## config.mk

```make
export PLATFORM = sky130hd
export DESIGN_NAME = hp_slot_notifier
export DESIGN_NICKNAME = d
export VERILOG_FILES = /design/src/rtl/hp_slot_pkg.sv /design/src/rtl/hp_ctrl_reg.sv /design/src/rtl/hp_status_reg.sv /design/src/rtl/hp_notify_core.sv /design/src/rtl/hp_slot_notifier.sv
export SDC_FILE = /design/constraint.sdc
export NUM_CORES = 1
export LEC_CHECK = 0
export BUFFER_PORTS_ARGS = -buffer_cell sky130_fd_sc_hd__buf_2
export CORE_ASPECT_RATIO = 0.8
export CORE_MARGIN = 2
export CORE_UTILIZATION = 37
export DETAILED_ROUTE_END_ITERATION = 16
export PLACE_DENSITY = 0.82
export SLEW_MARGIN = 20
export SYNTH_ARGS = -nofsm -noshare
export SYNTH_HDL_FRONTEND = slang
export SYNTH_HIERARCHICAL = 1
export SYNTH_SLANG_ARGS = --single-unit
```

## constraint.sdc

```tcl
create_clock -name clk -period 2.15 [get_ports clk]
set_clock_uncertainty 0.05 [all_clocks]
set_input_delay 0.215 -clock clk [delete_from_list [all_inputs] [get_ports clk]]
set_output_delay 0.215 -clock clk [all_outputs]
set_load 0.02 [all_outputs]
```

## src/rtl/hp_slot_pkg.sv

```systemverilog
package hp_slot_pkg;
   // Default layout of the two slot registers
   localparam int unsigned HP_REG_W   = 16;
   localparam int unsigned HP_ABP_BIT = 0;
   localparam int unsigned HP_PDC_BIT = 3;
   localparam int unsigned HP_CC_BIT  = 4;
   localparam int unsigned HP_EIS_BIT = 7;
   localparam int unsigned HP_HPE_BIT = 5;
   localparam int unsigned HP_EIC_BIT = 11;

   // Single-bit mask helper for elaboration-time constants
   function automatic logic [31:0] hp_bit(input int unsigned pos);
      logic [31:0] m;
      m = '0;
      m[pos] = 1'b1;
      return m;
   endfunction
endpackage

```

## src/rtl/hp_ctrl_reg.sv

```systemverilog
module hp_ctrl_reg #(
   parameter int unsigned REG_W   = 16,
   parameter logic [REG_W-1:0] RW_MASK = 16'h0039,
   parameter int unsigned EIC_BIT = 11
) (
   input  logic             clk,
   input  logic             rst_n,
   input  logic             wr_en,
   input  logic [REG_W/8-1:0] be,
   input  logic [REG_W-1:0] wdata,
   output logic [REG_W-1:0] ctrl_q,
   output logic             ctrl_wr,
   output logic             eic_pulse
);
   localparam int unsigned NBYTES  = REG_W / 8;
   localparam int unsigned EIC_LANE = EIC_BIT / 8;

   // One register lane per byte enable
   for (genvar b = 0; b < NBYTES; b++) begin : g_lane
      logic [7:0] lane_q;
      always_ff @(posedge clk) begin
         if (!rst_n)
            lane_q <= '0;
         else if (wr_en && be[b])
            lane_q <= wdata[b*8 +: 8] & RW_MASK[b*8 +: 8];
      end
      assign ctrl_q[b*8 +: 8] = lane_q;
   end

   // Any overlap with the control lanes counts as a command
   assign ctrl_wr   = wr_en && (|be);
   // Interlock command is a strobe only; it is never stored
   assign eic_pulse = wr_en && be[EIC_LANE] && wdata[EIC_BIT];
endmodule

```

## src/rtl/hp_status_reg.sv

```systemverilog
module hp_status_reg #(
   parameter int unsigned REG_W   = 16,
   parameter logic [REG_W-1:0] EVT_MASK = 16'h0019,
   parameter int unsigned EIS_BIT = 7,
   parameter bit          HAS_INTERLOCK = 1'b1
) (
   input  logic             clk,
   input  logic             rst_n,
   input  logic             port_rst,
   input  logic [REG_W-1:0] evt_set,
   input  logic [REG_W-1:0] w1c,
   input  logic             eis_toggle,
   output logic [REG_W-1:0] sts_q
);
   for (genvar i = 0; i < REG_W; i++) begin : g_bit
      if (EVT_MASK[i]) begin : g_evt
         // Sticky event: port reset > new event > software clear
         logic bit_q;
         always_ff @(posedge clk) begin
            if (!rst_n)
               bit_q <= 1'b0;
            else if (port_rst)
               bit_q <= 1'b0;
            else if (evt_set[i])
               bit_q <= 1'b1;
            else if (w1c[i])
               bit_q <= 1'b0;
         end
         assign sts_q[i] = bit_q;
      end else if (HAS_INTERLOCK && (i == EIS_BIT)) begin : g_eis
         // Interlock state flips on command, survives port reset
         logic bit_q;
         always_ff @(posedge clk) begin
            if (!rst_n)
               bit_q <= 1'b0;
            else if (eis_toggle)
               bit_q <= ~bit_q;
         end
         assign sts_q[i] = bit_q;
      end else begin : g_zero
         assign sts_q[i] = 1'b0;
      end
   end
endmodule

```

## src/rtl/hp_notify_core.sv

```systemverilog
module hp_notify_core #(
   parameter int unsigned REG_W    = 16,
   parameter logic [REG_W-1:0] EVT_MASK = 16'h0019,
   parameter int unsigned HPE_BIT  = 5
) (
   input  logic             clk,
   input  logic             rst_n,
   input  logic [REG_W-1:0] ctrl,
   input  logic [REG_W-1:0] sts,
   input  logic             msi_enable,
   output logic             intx,
   output logic             msi_req
);
   logic notify_d;
   logic notify_q;
   logic msi_q;

   // Enabled-and-pending term gated by the master enable
   assign notify_d = ctrl[HPE_BIT] && (|(sts & ctrl & EVT_MASK));

   // Re-evaluated every cycle; message only on a rising term
   always_ff @(posedge clk) begin
      if (!rst_n) begin
         notify_q <= 1'b0;
         msi_q    <= 1'b0;
      end else begin
         notify_q <= notify_d;
         msi_q    <= msi_enable && notify_d && !notify_q;
      end
   end

   assign intx    = notify_q && !msi_enable;
   assign msi_req = msi_q;
endmodule

```

## src/rtl/hp_slot_notifier.sv

```systemverilog
module hp_slot_notifier
   import hp_slot_pkg::*;
#(
   parameter int unsigned REG_W    = HP_REG_W,
   parameter int unsigned ABP_BIT  = HP_ABP_BIT,
   parameter int unsigned PDC_BIT  = HP_PDC_BIT,
   parameter int unsigned CC_BIT   = HP_CC_BIT,
   parameter int unsigned EIS_BIT  = HP_EIS_BIT,
   parameter int unsigned HPE_BIT  = HP_HPE_BIT,
   parameter int unsigned EIC_BIT  = HP_EIC_BIT,
   parameter logic [15:0] CTRL_RW_MASK = 16'h0039,
   parameter bit          HAS_INTERLOCK = 1'b1
) (
   input  logic                 clk,
   input  logic                 rst_n,
   input  logic                 port_rst,
   input  logic                 cfg_wr,
   input  logic [REG_W/4-1:0]   cfg_be,
   input  logic [2*REG_W-1:0]   cfg_wdata,
   output logic [2*REG_W-1:0]   cfg_rdata,
   input  logic                 evt_attn,
   input  logic                 evt_presence,
   input  logic                 msi_enable,
   output logic                 msi_req,
   output logic                 intx
);
   localparam int unsigned NBYTES = REG_W / 8;
   localparam logic [31:0] EVT_MASK32 =
      hp_bit(ABP_BIT) | hp_bit(PDC_BIT) | hp_bit(CC_BIT);
   localparam logic [REG_W-1:0] EVT_MASK = EVT_MASK32[REG_W-1:0];
   localparam logic [REG_W-1:0] RW_MASK  = CTRL_RW_MASK[REG_W-1:0];

   // Elaboration-time parameter checks
   if ((REG_W % 8) != 0 || REG_W > 32) begin : g_bad_w
      $error("REG_W must be a multiple of 8 and at most 32");
   end
   if (EIC_BIT >= REG_W || HPE_BIT >= REG_W || EIS_BIT >= REG_W) begin : g_bad_pos
      $error("bit position outside register");
   end
   if (CTRL_RW_MASK[EIC_BIT]) begin : g_bad_eic
      $error("interlock command bit must not be storable");
   end
   if (ABP_BIT == PDC_BIT || ABP_BIT == CC_BIT || PDC_BIT == CC_BIT) begin : g_bad_evt
      $error("event bit positions must be distinct");
   end
   if (EVT_MASK[EIS_BIT]) begin : g_bad_eis
      $error("interlock status must not be an event bit");
   end

   logic [REG_W-1:0] ctrl_q;
   logic [REG_W-1:0] sts_q;
   logic [REG_W-1:0] evt_set;
   logic [REG_W-1:0] w1c;
   logic             ctrl_wr;
   logic             eic_pulse;

   hp_ctrl_reg #(
      .REG_W   (REG_W),
      .RW_MASK (RW_MASK),
      .EIC_BIT (EIC_BIT)
   ) u_ctrl (
      .clk       (clk),
      .rst_n     (rst_n),
      .wr_en     (cfg_wr),
      .be        (cfg_be[NBYTES-1:0]),
      .wdata     (cfg_wdata[REG_W-1:0]),
      .ctrl_q    (ctrl_q),
      .ctrl_wr   (ctrl_wr),
      .eic_pulse (eic_pulse)
   );

   // Event set vector: two hardware sources plus command completion
   always_comb begin
      evt_set          = '0;
      evt_set[ABP_BIT] = evt_attn;
      evt_set[PDC_BIT] = evt_presence;
      evt_set[CC_BIT]  = ctrl_wr;
   end

   // Write-one-to-clear strobes from the status lanes
   for (genvar b = 0; b < NBYTES; b++) begin : g_w1c
      assign w1c[b*8 +: 8] = (cfg_wr && cfg_be[NBYTES+b]) ?
                             cfg_wdata[REG_W + b*8 +: 8] : 8'h00;
   end

   hp_status_reg #(
      .REG_W         (REG_W),
      .EVT_MASK      (EVT_MASK),
      .EIS_BIT       (EIS_BIT),
      .HAS_INTERLOCK (HAS_INTERLOCK)
   ) u_sts (
      .clk        (clk),
      .rst_n      (rst_n),
      .port_rst   (port_rst),
      .evt_set    (evt_set),
      .w1c        (w1c),
      .eis_toggle (eic_pulse),
      .sts_q      (sts_q)
   );

   hp_notify_core #(
      .REG_W    (REG_W),
      .EVT_MASK (EVT_MASK),
      .HPE_BIT  (HPE_BIT)
   ) u_notify (
      .clk        (clk),
      .rst_n      (rst_n),
      .ctrl       (ctrl_q),
      .sts        (sts_q),
      .msi_enable (msi_enable),
      .intx       (intx),
      .msi_req    (msi_req)
   );

   assign cfg_rdata = {sts_q, ctrl_q};
endmodule

```

==> results.json, run 1 <==
{
  "rr_startpoint": "u_sts/g_bit[3].g_evt.bit_q",
  "grt_overflow": 0,
  "gr-usage-met1_pct": 10.3,
  "sw_frac_of_total_pct": 29.1,
  "use_met2_pct": 18.4,
  "register_area_um2": 200,
  "maximum_root_to_sink_buffer_count": 2,
  "synth.cell_area_um2": 634,
  "hold_ws_ps": 139,
  "routed-via-count": 480,
  "power.switching_uw": 131,
  "gp_congestion": 0.764,
  "power_report.internal_total_uw": 321,
  "cap_violations": 0,
  "r2r_end": "u_notify/msi_req",
  "post_cts.repair.setup_buffers": 0,
  "h-tree-depth": 1,
  "share_seq_of_total_power_pct": 43.8,
  "die_width_um": 50.3,
  "clock_latency_ps": 260,
  "wl_per_cell_um": 8.50,
  "synthToLayoutAreaGrowth_pct": 8.68,
  "period_share_pct": 52.2,
  "timing.critical_path.from_type": "flip-flop",
  "ios": 77,
  "final_hold_viol_count": 0,
  "path_cells": "nor2b_1 -> buf_2",
  "floorplan.rows": 13,
  "postCtsHoldBufs": 0,
  "hold_class": "input pin to flip-flop",
  "worst_path_dominant_cell_family": "flip-flops",
  "yosysWarnings": 6,
  "setup.worst_path.end": "intx",
  "initial_core_utilization_pct": 39.4,
  "critical_path_slowest_stage_cell": "dfxtp_1",
  "io_buffers": 27,
  "grt_busiest_layer": "met2",
  "worst_ep_arrival_time_ps": 860,
  "worst-endpoint-required_ps": 1880,
  "critical_path.endpoint_type": "output port",
  "core_region_area_mm2": 0.00161,
  "die-area_mm2": 0.00206,
  "cts_tree": "yes",
  "worst_setup_path_startpoint": "u_notify/notify_q",
  "final_antenna_net_count": 0,
  "route.final.wire_length_mm": 1.04,
  "timing_worst_setup_path_type": "flip-flop to output port",
  "slew_viol_final": 0,
  "drtPass1Iterations": 4,
  "setup_viol_count_final": 0,
  "dpl.hpwl_um": 884,
  "cts_resized": 0,
  "cts-root-buf": "clkbuf_4",
  "finalSetupTns_ps": 0,
  "critical_path_buf_inv_count": 1,
  "grt_pass1_vias": 352,
  "leakage_power_uw": 0.000384,
  "grt_use_total_pct": 10.0,
  "clk_pin_slew_worst_paths_ps": 60,
  "clkSinkCount": 10,
  "syn_inst": 77,
  "finish.net_count": 144,
  "clkPwrFrac_pct": 35.9,
  "avgSynthCellArea_um2": 8.24,
  "grt_antenna_before_repair": 0,
  "max_clock_freq_mhz": 891,
  "p_comb_share_pct": 20.4,
  "power_total_uw": 453,
  "grt_max_degree": 12,
  "worst_path_largest_cell_delay_ps": 320,
  "multi_input_area_um2": 279,
  "grt_pass1_wl_mm": 1.43,
  "layout-drive-gt1-share_pct": 32.0,
  "power.density_mw_per_mm2": 657,
  "status": "finished, final reports clean",
  "rsz0062_at_grt": "false",
  "placed_cell_area_um2": 653,
  "drc": 0,
  "final.fill_count": 167,
  "chipHeight_um": 41.0,
  "avgViaCountPerCell": 3.93,
  "1st_iter_drt_viols": 2,
  "slack_of_the_worst_reg_to_reg_path_ps": 1160,
  "number_of_cells_on_the_worst_reg_to_reg_path": 2,
  "final_cell_area_um2": 689,
  "crit_fanout": 2,
  "numCtsBuffers": 3,
  "vdd.ir_drop.worst_mv": 0.219,
  "utilization_pct": 42.8,
  "worstSetupPathDepth": 2,
  "antenna_diode_count": 0,
  "fin_crit_ps": 1120,
  "grt.met3_usage_pct": 3.65
}
-- power by group through the flow --
stage / Clock, uW / Sequential [uW] / Combinational (uW)
floorplan: 0 / 205 / 100
global placement: 0 / 202 / 90.7
CTS: 166 / 198 / 91.8
finish: 162 / 198 / 92.1
global route: 180 / 199 / 102
detailed placement: 0 / 203 / 91.7
-- per-layer routing --
layer / share of wire, % / wire, um
met2: 49 / 510
met3: 11 / 109
met5: 0 / 0
met4: 0.96 / 10
met1: 39 / 405
-- state kept, by name, summed over array words and instances (netlist names) --
signal                   flops
u_ctrl/g_lane.lane_q         4
u_sts/g_bit.g_eis.bit_q      1
u_notify/msi_req             1
u_sts/g_bit.g_evt.bit_q      3
u_notify/notify_q            1
-- through the flow --
step / instances / setup WS [ps]
after floorplan: 99 / 1080
final: 122 / 1030
after global routing: 122 / 949
after global placement: 118 / 1140
after detailed placement: 118 / 1150
after CTS: 122 / 1010
-- layout make-up --
| class | count | area share (%) |
|---|---|---|
| sequential | 10 | 29.0 |
| tap | 22 | 3.99 |
| timing repair buffer | 27 | 19.6 |
| inverter | 3 | 1.63 |
| clock buffer | 4 | 5.26 |
| multi-input combinational | 56 | 40.5 |
-- worst min-delay path by stage --
stage                      startpoint                          to  slack [ps]  cells after the start
finish                   evt_presence  u_sts/g_bit[3].g_evt.bit_q         140                      3
global route                 evt_attn  u_sts/g_bit[0].g_evt.bit_q         140                      3
CTS                      evt_presence  u_sts/g_bit[3].g_evt.bit_q         140                      3
detailed placement  u_notify/notify_q            u_notify/msi_req         350                      1
global placement    u_notify/notify_q            u_notify/msi_req         350                      1
floorplan                       rst_n  u_sts/g_bit[7].g_eis.bit_q         290                      1
-- worst reg2reg max path: stages, from the launching register on --
cell      delay, ps
dfxtp_1         330
a222oi_1        390
nor4b_1          90
-- cell usage in the layout (no fill, tap or decap), drive strengths merged --
cell	count
a21oi	3
a222oi	1
and2	2
and3	4
buf	27
clkbuf	4
conb	24
dfxtp	10
inv	3
nand2	5
nand2b	4
nand4	4
nor2	1
nor2b	1
nor4b	1
o21a	1
o21ai	4
xor2	1
No activity file was read; power rests on OpenSTA's default activity.
==> run 2: changes to the inputs <==
--- a/config.mk
+++ b/config.mk
@@ -5,12 +5,13 @@
 export SDC_FILE = /design/constraint.sdc
 export NUM_CORES = 1
 export LEC_CHECK = 0
+export ABC_AREA = 1
 export BUFFER_PORTS_ARGS = -buffer_cell sky130_fd_sc_hd__buf_2
 export CORE_ASPECT_RATIO = 0.8
 export CORE_MARGIN = 2
-export CORE_UTILIZATION = 37
+export CORE_UTILIZATION = 35
 export DETAILED_ROUTE_END_ITERATION = 16
-export PLACE_DENSITY = 0.82
+export PLACE_DENSITY = 0.75
 export SLEW_MARGIN = 20
 export SYNTH_ARGS = -nofsm -noshare
 export SYNTH_HDL_FRONTEND = slang
==> constraint.sdc (replaced) <==
create_clock -name clk -period 1.08 [get_ports clk]
set_clock_uncertainty 0.05 [all_clocks]
set_input_delay 0.108 -clock clk [delete_from_list [all_inputs] [get_ports clk]]
set_output_delay 0.108 -clock clk [all_outputs]
set_load 0.02 [all_outputs]
==> results.json, run 2 <==
{
  "placed_cells": 147,
  "final_antenna_net_count": 0,
  "drtPass1Iterations": 4,
  "slack_of_the_worst_reg_to_reg_path_ps": 340,
  "p_comb_share_pct": 22.2,
  "final_hold_viol_count": 0,
  "worst_setup_path_startpoint": "u_notify/notify_q",
  "post_cts.repair.setup_buffers": 0,
  "biggestRegsByFlops": "u_ctrl/g_lane.lane_q: 4 flops, u_sts/g_bit.g_evt.bit_q: 3 flops",
  "cts_tree": "yes",
  "number_of_cells_on_the_worst_reg_to_reg_path": 4,
  "whs_path_depth": 3,
  "rsz0062_at_grt": "false",
  "critical_path.endpoint_type": "output port",
  "floorplan.rows": 14,
  "hold_start": "cfg_wdata[3]",
  "initial_core_utilization_pct": 36.7,
  "slew_viol_final": 0,
  "sw_frac_of_total_pct": 31.0,
  "clock_latency_ps": 260,
  "synth.cell_area_um2": 682,
  "clkSinkCount": 10,
  "final.fill_count": 210,
  "layout.cells.most_common": "buf_2",
  "grt_max_degree": 10,
  "ios": 77,
  "syn_inst": 102,
  "grt_use_total_pct": 10.8,
  "h-tree-depth": 1,
  "crit_fanout": 2,
  "grt_overflow": 0,
  "power.switching_uw": 291,
  "avgViaCountPerCell": 3.48,
  "avgSynthCellArea_um2": 6.69,
  "io_buffers": 27,
  "grt_antenna_before_repair": 0,
  "cts_resized": 0,
  "antenna_diode_count": 0,
  "max_clock_freq_mhz": 1010,
  "power_report.internal_total_uw": 648,
  "route.final.wire_length_mm": 1.04,
  "timing_worst_setup_path_type": "flip-flop to output port",
  "chipHeight_um": 43.5,
  "register_area_um2": 200,
  "clkPwrFrac_pct": 35.2,
  "power.density_mw_per_mm2": 1240,
  "final-instance-count-excl-fill": 151,
  "fin_crit_ps": 992,
  "cap_violations": 0,
  "gp_congestion": 0.704,
  "numCtsBuffers": 3,
  "status": "finished, final reports clean",
  "die_width_um": 53.4,
  "1st_iter_drt_viols": 8,
  "setup_viol_count_final": 0,
  "drc": 0,
  "maximum_root_to_sink_buffer_count": 2,
  "core_region_area_mm2": 0.00186,
  "hold_class": "input pin to flip-flop",
  "routed-via-count": 526,
  "die-area_mm2": 0.00232,
  "yosysWarnings": 6,
  "clk_pin_slew_worst_paths_ps": 60,
  "layout-drive-gt1-share_pct": 30.7,
  "registers.top_by_ff_count": "u_ctrl/g_lane.lane_q",
  "largest_register_ff_count": 4,
  "cts-root-buf": "clkbuf_4",
  "grt_pass1_vias": 444,
  "worst_ep_arrival_time_ps": 830,
  "wl_per_cell_um": 6.90,
  "rr_startpoint": "u_sts/g_bit[0].g_evt.bit_q",
  "grt_pass1_wl_mm": 1.75,
  "postCtsHoldBufs": 0,
  "multi_input_area_um2": 287,
  "vdd.ir_drop.worst_mv": 0.605,
  "period_share_pct": 91.8,
  "finalSetupTns_ps": 0,
  "r2r_end": "u_notify/notify_q",
  "synthToLayoutAreaGrowth_pct": 10.8,
  "timing.critical_path.from_type": "flip-flop",
  "setup.worst_path.end": "intx",
  "leakage_power_uw": 0.000484,
  "dpl.hpwl_um": 918,
  "finish.net_count": 171,
  "share_seq_of_total_power_pct": 42.6,
  "worst-endpoint-required_ps": 920,
  "layout.cells.most_common_list": "27 x buf_2, 24 x conb_1, 21 x nand2_1"
}
[run 2: through the flow]
| stage | total power (uW) | instance area, um2 | worst slack, ps | util, % | hold slack (ps) |
|---|---|---|---|---|---|
| 2_1_floorplan | 632 | 764 | 242 | - | 178 |
| 3_3_place_gp | 613 | 719 | 350 | 38.7 | 280 |
| 3_5_place_dp | 617 | 719 | 340 | 38.7 | 289 |
| 4_1_cts | 953 | 756 | 75.0 | 40.7 | 8.75 |
| 5_1_grt | 1010 | 756 | 41.3 | 40.7 | 25.4 |
| 6_report | 939 | 756 | 88.1 | 40.7 | 15.5 |
[run 2: final cells by class]
| cell class | instances | share of cell area, % |
|---|---|---|
| multi-input cells | 68 | 37.9 |
| flip-flops and latches | 10 | 26.5 |
| repair buffers | 27 | 17.9 |
| inverters | 18 | 8.94 |
| clock buffers | 4 | 4.80 |
| well taps | 24 | 3.97 |
[run 2: worst min-delay path by stage]
stage	slack, ps	to
after floorplan	180	u_ctrl/g_lane[0].lane_q[0]
after global placement	280	u_ctrl/g_lane[0].lane_q[3]
after detailed placement	290	u_ctrl/g_lane[0].lane_q[3]
after CTS	9	u_ctrl/g_lane[0].lane_q[3]
after global routing	30	u_sts/g_bit[0].g_evt.bit_q
final	20	u_ctrl/g_lane[0].lane_q[3]
[run 2: layer usage]
metal	track usage [%]	vias to the layer above	share of wire, %
met5	0	-	0
met4	1.54	0	0
met3	7.24	0	11
met2	18.0	23	52
met1	11.5	214	37
li1	-	289	-
[run 2: power by group through the flow]
stage          clock network [uW]  registers, uW  logic, uW
4_1_cts                       344            400        209
2_1_floorplan                   0            417        215
5_1_grt                       372            403        235
6_report                      331            400        208
3_3_place_gp                    0            408        206
3_5_place_dp                    0            409        209
[run 2: critical path, stage by stage, from the launching register on]
cell	delay, ps
dfxtp_1	300
inv_1	40
nor2_1	70
buf_2	160
